**src/rtl/regwin_pkg.sv**
```systemverilog
package regwin_pkg;

  localparam int TGT_AW = 13;
  localparam int TGT_DW = 32;
  localparam int WORD_W = 64;

  localparam int OFS_PARAM = 8;
  localparam int OFS_CTRL  = 16;
  localparam int OFS_STAT  = 24;

  typedef enum logic [1:0] {
    OP_NONE  = 2'd0,
    OP_READ  = 2'd1,
    OP_WRITE = 2'd2,
    OP_SPARE = 2'd3
  } op_e;

  function automatic logic [WORD_W-1:0] pack_param(
    input logic        lsb_first,
    input logic [5:0]  width,
    input logic [5:0]  ncs,
    input logic        cpol,
    input logic        cpha,
    input logic [15:0] ident);
    return {16'b0, ident, 16'b0, cpha, cpol, ncs, width, lsb_first, 1'b0};
  endfunction

  function automatic logic [WORD_W-1:0] pack_ctrl(
    input op_e               op,
    input logic [TGT_AW-1:0] addr,
    input logic [TGT_DW-1:0] data);
    return {op, 17'b0, addr, data};
  endfunction

  function automatic logic [WORD_W-1:0] pack_status(
    input logic              valid,
    input logic [TGT_DW-1:0] data);
    return {31'b0, valid, data};
  endfunction

  function automatic op_e ctrl_op(input logic [WORD_W-1:0] w);
    return op_e'(w[63:62]);
  endfunction

  function automatic logic [TGT_AW-1:0] ctrl_addr(input logic [WORD_W-1:0] w);
    return w[44:32];
  endfunction

  function automatic logic [TGT_DW-1:0] ctrl_data(input logic [WORD_W-1:0] w);
    return w[31:0];
  endfunction

  function automatic logic op_launches(input op_e op);
    return (op == OP_READ) || (op == OP_WRITE);
  endfunction

endpackage

```
**src/rtl/regwin_decode.sv**
```systemverilog
module regwin_decode
  import regwin_pkg::*;
#(
  parameter int HOST_AW = 5
) (
  input  logic               host_we,
  input  logic [HOST_AW-1:0] host_addr,
  input  logic [WORD_W-1:0]  param_word,
  input  logic [WORD_W-1:0]  ctrl_word,
  input  logic [WORD_W-1:0]  stat_word,
  output logic               ctrl_wr,
  output logic [WORD_W-1:0]  host_rdata
);
  localparam logic [HOST_AW-1:0] A_PARAM = HOST_AW'(OFS_PARAM);
  localparam logic [HOST_AW-1:0] A_CTRL  = HOST_AW'(OFS_CTRL);
  localparam logic [HOST_AW-1:0] A_STAT  = HOST_AW'(OFS_STAT);

  assign ctrl_wr = host_we && (host_addr == A_CTRL);

  always_comb begin
    unique case (host_addr)
      A_PARAM: host_rdata = param_word;
      A_CTRL:  host_rdata = ctrl_word;
      A_STAT:  host_rdata = stat_word;
      default: host_rdata = '0;
    endcase
  end
endmodule

```
**src/rtl/regwin_launch.sv**
```systemverilog
module regwin_launch
  import regwin_pkg::*;
(
  input  logic              clk,
  input  logic              rst_n,
  input  logic              ctrl_wr,
  input  logic [WORD_W-1:0] host_wdata,
  input  logic              bus_ack,
  output logic              accept,
  output logic              complete,
  output logic              busy,
  output logic              cpl_read,
  output logic              bus_req,
  output logic              bus_we,
  output logic [TGT_AW-1:0] bus_addr,
  output logic [TGT_DW-1:0] bus_wdata,
  output logic [WORD_W-1:0] ctrl_word
);
  op_e               new_op;
  op_e               last_op;

  assign new_op   = ctrl_op(host_wdata);
  assign accept   = ctrl_wr && !busy && op_launches(new_op);
  assign complete = busy && bus_ack;
  assign cpl_read = (last_op == OP_READ);
  assign ctrl_word = pack_ctrl(last_op, bus_addr, bus_wdata);

  always_ff @(posedge clk) begin
    if (!rst_n) begin
      busy      <= 1'b0;
      bus_req   <= 1'b0;
      bus_we    <= 1'b0;
      bus_addr  <= '0;
      bus_wdata <= '0;
      last_op   <= OP_NONE;
    end else begin
      bus_req <= accept;
      if (accept) begin
        busy      <= 1'b1;
        bus_we    <= (new_op == OP_WRITE);
        bus_addr  <= ctrl_addr(host_wdata);
        bus_wdata <= ctrl_data(host_wdata);
        last_op   <= new_op;
      end else if (complete) begin
        busy <= 1'b0;
      end
    end
  end
endmodule

```
**src/rtl/regwin_status.sv**
```systemverilog
module regwin_status
  import regwin_pkg::*;
(
  input  logic              clk,
  input  logic              rst_n,
  input  logic              accept,
  input  logic              complete,
  input  logic              cpl_read,
  input  logic [TGT_DW-1:0] bus_rdata,
  output logic              stat_valid,
  output logic [TGT_DW-1:0] stat_rdata
);
  always_ff @(posedge clk) begin
    if (!rst_n) begin
      stat_valid <= 1'b0;
      stat_rdata <= '0;
    end else if (accept) begin
      stat_valid <= 1'b0;
    end else if (complete) begin
      stat_valid <= 1'b1;
      if (cpl_read) stat_rdata <= bus_rdata;
    end
  end
endmodule

```
**src/rtl/regwin_bridge.sv**
```systemverilog
module regwin_bridge
  import regwin_pkg::*;
#(
  parameter int          HOST_AW     = 5,
  parameter bit          P_LSB_FIRST = 1'b1,
  parameter int          P_WORD_BITS = 16,
  parameter int          P_CS_COUNT  = 3,
  parameter bit          P_CPOL      = 1'b1,
  parameter bit          P_CPHA      = 1'b0,
  parameter logic [15:0] P_PERIPH_ID = 16'hA55A
) (
  input  logic               clk,
  input  logic               rst_n,
  input  logic               host_we,
  input  logic [HOST_AW-1:0] host_addr,
  input  logic [63:0]        host_wdata,
  output logic [63:0]        host_rdata,
  output logic               bus_req,
  output logic               bus_we,
  output logic [12:0]        bus_addr,
  output logic [31:0]        bus_wdata,
  input  logic               bus_ack,
  input  logic [31:0]        bus_rdata
);
  localparam logic [5:0] WIDTH_F = 6'(P_WORD_BITS);
  localparam logic [5:0] NCS_F   = 6'(P_CS_COUNT);

  logic              ctrl_wr;
  logic              accept;
  logic              complete;
  logic              busy;
  logic              cpl_read;
  logic              stat_valid;
  logic [TGT_DW-1:0] stat_rdata;
  logic [WORD_W-1:0] param_word;
  logic [WORD_W-1:0] ctrl_word;
  logic [WORD_W-1:0] stat_word;

  assign param_word = pack_param(P_LSB_FIRST, WIDTH_F, NCS_F, P_CPOL, P_CPHA, P_PERIPH_ID);
  assign stat_word  = pack_status(stat_valid, stat_rdata);

  regwin_decode #(.HOST_AW(HOST_AW)) u_decode (
    .host_we    (host_we),
    .host_addr  (host_addr),
    .param_word (param_word),
    .ctrl_word  (ctrl_word),
    .stat_word  (stat_word),
    .ctrl_wr    (ctrl_wr),
    .host_rdata (host_rdata)
  );

  regwin_launch u_launch (
    .clk        (clk),
    .rst_n      (rst_n),
    .ctrl_wr    (ctrl_wr),
    .host_wdata (host_wdata),
    .bus_ack    (bus_ack),
    .accept     (accept),
    .complete   (complete),
    .busy       (busy),
    .cpl_read   (cpl_read),
    .bus_req    (bus_req),
    .bus_we     (bus_we),
    .bus_addr   (bus_addr),
    .bus_wdata  (bus_wdata),
    .ctrl_word  (ctrl_word)
  );

  regwin_status u_status (
    .clk        (clk),
    .rst_n      (rst_n),
    .accept     (accept),
    .complete   (complete),
    .cpl_read   (cpl_read),
    .bus_rdata  (bus_rdata),
    .stat_valid (stat_valid),
    .stat_rdata (stat_rdata)
  );
endmodule

```
**config.mk**
```make
export PLATFORM = sky130hd
export DESIGN_NAME = regwin_bridge
export DESIGN_NICKNAME = d
export VERILOG_FILES = /design/src/rtl/regwin_pkg.sv /design/src/rtl/regwin_decode.sv /design/src/rtl/regwin_launch.sv /design/src/rtl/regwin_status.sv /design/src/rtl/regwin_bridge.sv
export SDC_FILE = /design/constraint.sdc
export NUM_CORES = 1
export LEC_CHECK = 0
export BUFFER_PORTS_ARGS = -buffer_cell sky130_fd_sc_hd__buf_2
export CORE_MARGIN = 10
export CORE_UTILIZATION = 35
export DETAILED_ROUTE_END_ITERATION = 8
export GPL_TIMING_DRIVEN = 0
export PLACE_DENSITY_LB_ADDON = 0.15
export SYNTH_ARGS = -nofsm -noshare
export SYNTH_HDL_FRONTEND = slang
export SYNTH_HIERARCHICAL = 1
export SYNTH_SLANG_ARGS = --single-unit
```
**constraint.sdc**
```tcl
create_clock -name clk -period 7.4 [get_ports clk]
set_clock_uncertainty 0.1 [all_clocks]
set_input_delay 1.48 -clock clk [delete_from_list [all_inputs] [get_ports clk]]
set_output_delay 1.48 -clock clk [all_outputs]
set_load 0.005 [all_outputs]
```
==> flow_summary.ini <==
[floorplan]
rows = 45
core-area_um2 = 15300
dieWidth_um = 145
die_h_um = 145
fp.dieArea_um2 = 21100
start_util_pct = 36.0
io_pins = 216

[critical_path]
cpPeakStageDelay_ns = 0.70
cp_slowest_cell = nor3_2
startpoint_type = primary input
crit_chain = buf_2 -> nor3_2 -> buf_2 -> a32o_1 -> buf_2
cp_data_required_time_ns = 5.82
critPathKind = in -> out
cp.arrival_ns = 3.02
cpMostUsedCell = buf_2
worst_setup_path_end_kind = primary output
crit_fanout = 10

[timing]
fin_crit_sh_pct = 62.2
relSlewSlack_pct = 40.9
post-route-min-period_ns = 4.60
tightest_slew_ns = 0.882
rsz0062_at_grt = false
fmax_ghz = 0.217
setup_tns_ns = 0
finalHoldViolCount = 0
slew_viol_final = 0
setup_viol = 0

[finish]
fin_nets = 997
fillCellCount = 1566
instances_no_fill = 1106
final_common_cell = buf_2
ff_latch_area_um2 = 1660
multi_input_area_um2 = 3330
diodes = 0
layout_common_cells = 205 x buf_2, 160 x nand2_1, 112 x conb_1, 83 x dfxtp_1, 82 x mux2i_1
syn2layout_area_growth_pct = 34.8
final_util_pct = 48.5
drive_above_1_share_pct = 36.6

[synthesis]
yosys_warnings = 6
ys_ff_latch = 83
synth_cell_types = 30
async_reset_ff_share_pct = 0
postSynthAreaPerCell_um2 = 9.32
dominantRegCellSynth = dfxtp_1
ys_seq_area_share_pct = 30.3
synth_edf_count = 0
syn_inst = 589
synth_area_um2 = 5490

[flow_run]
drv_cap = 0

[grt]
grt_first_pass_wirelength_mm = 26.7
overflow = 0
grt_pass1_vias = 4764
grt.total_usage_pct = 15.6
grt_max_degree = 14
antenna_found_initial = 1

[clock_network]
cts.sinks = 83
clk_path_buf_depth = 2
cts_tree = yes
htree_num_levels = 3
clkSlewWorstSetupHoldPaths_ns = 0.06
cts_setup_buffers = 0
cts_buffers = 9
holdBufCountCts = 0
clock_latency_ns = 0.33
ctsResizeCount = 0
cts_root_buffer = clkbuf_16

[power_and_ir_drop]
p_leak_nw = 3.51
pwr-share-seq_pct = 41.5
switching_share_pct = 23.7
combPwrFrac_pct = 12.7
p_sw_mw = 0.256
clockPowerShare_pct = 45.7
ir_drop_uv = 108
internal-power_mw = 0.825
power.density_nw_per_um2 = 146

[hold_path]
hp-class = reg -> reg

[detailed_routing]
viasPerCell = 4.38
firstDrtPassIters = 4
wl_per_cell_um = 15.2
drtAntennaViolNets = 0
drt_iter0_drc = 169
drc = 0
num_vias = 4843
drt_wl_total_mm = 16.8

[placed_design]
port_buffers = 182
dpl.cell_count = 1091
place_congestion = 0.744
place_hpwl_mm = 13.1

[run_status]
status = finished clean
==> per-layer routing <==
metal | vias up | track usage, % | part of all wire [%]
met4 | 2 | 3.64 | 0.83
met2 | 119 | 25.2 | 47
met3 | 10 | 5.31 | 6.4
met5 | - | 0 | 0.078
li1 | 2515 | - | -
met1 | 2197 | 19.4 | 46
==> cell type report <==
| class | instances | area share (%) |
|---|---|---|
| Clock inverter | 4 | 0.998 |
| Multi-Input combinational cell | 498 | 45.1 |
| Clock buffer | 11 | 3.42 |
| Buffer | 116 | 12.1 |
| Timing Repair Buffer | 182 | 12.3 |
| Tap cell | 211 | 3.57 |
| Inverter | 1 | 0.0507 |
| Sequential cell | 83 | 22.5 |
==> stage by stage <==
| step | power [mW] | worst slack [ns] | hold slack [ns] | cell area (µm²) |
|---|---|---|---|---|
| after global placement | 0.596 | 2.70 | 0.343 | 7070 |
| after detailed placement | 0.596 | 2.73 | 0.344 | 7070 |
| after global routing | 1.13 | 2.68 | 0.368 | 7400 |
| after floorplan | 0.546 | 3.40 | 0.332 | 5900 |
| after CTS | 1.10 | 2.73 | 0.358 | 7400 |
| final | 1.08 | 2.80 | 0.356 | 7400 |
==> worst max-delay path: cells and delay by family <==
kind / cells / cell delay [ns]
AND/OR/NAND/NOR: 1 / 0.70
AO/OA/AOI/OAI: 1 / 0.22
buffers and inverters: 3 / 0.62
==> sequential cells by signal (all words and copies together), names as in the netlist <==
name and count:
u_launch/bus_addr 13, u_launch/bus_req 1, u_launch/bus_wdata 32, u_launch/bus_we 1, u_launch/busy 1, u_launch/last_op 2
u_status/stat_rdata 32, u_status/stat_valid 1
==> cell usage after synthesis, drive strengths merged (2+ instances only) <==
cell type | count | area [µm²]
nor2b | 3 | 21.3
and2 | 2 | 13.8
conb | 3 | 11.3
nand3b | 2 | 15.0
buf | 103 | 850
clkbuf | 13 | 48.8
nor3b | 2 | 20.0
mux2 | 62 | 698
dfxtp | 83 | 1660
nand2 | 160 | 601
o22ai | 2 | 12.5
mux2i | 82 | 821
a32o | 62 | 621
==> power by group through the flow <==
| stage | Clock (mW) | Combinational [mW] | Sequential [mW] |
|---|---|---|---|
| 2_1_floorplan | 0 | 0.0868 | 0.459 |
| 3_3_place_gp | 0 | 0.137 | 0.459 |
| 3_5_place_dp | 0 | 0.137 | 0.459 |
| 4_1_cts | 0.510 | 0.137 | 0.449 |
| 5_1_grt | 0.525 | 0.155 | 0.449 |
| 6_report | 0.494 | 0.138 | 0.449 |
==> cell families after synthesis <==
family	Yosys count	share of synthesized area [%]
AND/OR/NAND/NOR	176	13.5
multiplexers	144	27.7
buffers and inverters	117	16.4
flip-flops	83	30.3
AO/OA/AOI/OAI	65	11.7
other	3	0.205
adder cells (fa/ha/maj)	1	0.228
==> final timing paths <==
kind                                                          start                                   to  slack [ns]  cells past startpoint
worst max register to register           u_launch/busy$_SDFFE_PN0P_  u_status/stat_rdata[0]$_SDFFE_PN0P_        5.66                      7
worst max-delay path                                   host_addr[2]                        host_rdata[1]        2.80                      5
worst min-delay path            u_status/stat_rdata[8]$_SDFFE_PN0P_  u_status/stat_rdata[8]$_SDFFE_PN0P_        0.36                      2
worst min register to register  u_status/stat_rdata[8]$_SDFFE_PN0P_  u_status/stat_rdata[8]$_SDFFE_PN0P_        0.36                      2
(Power assumes the default switching activity.)
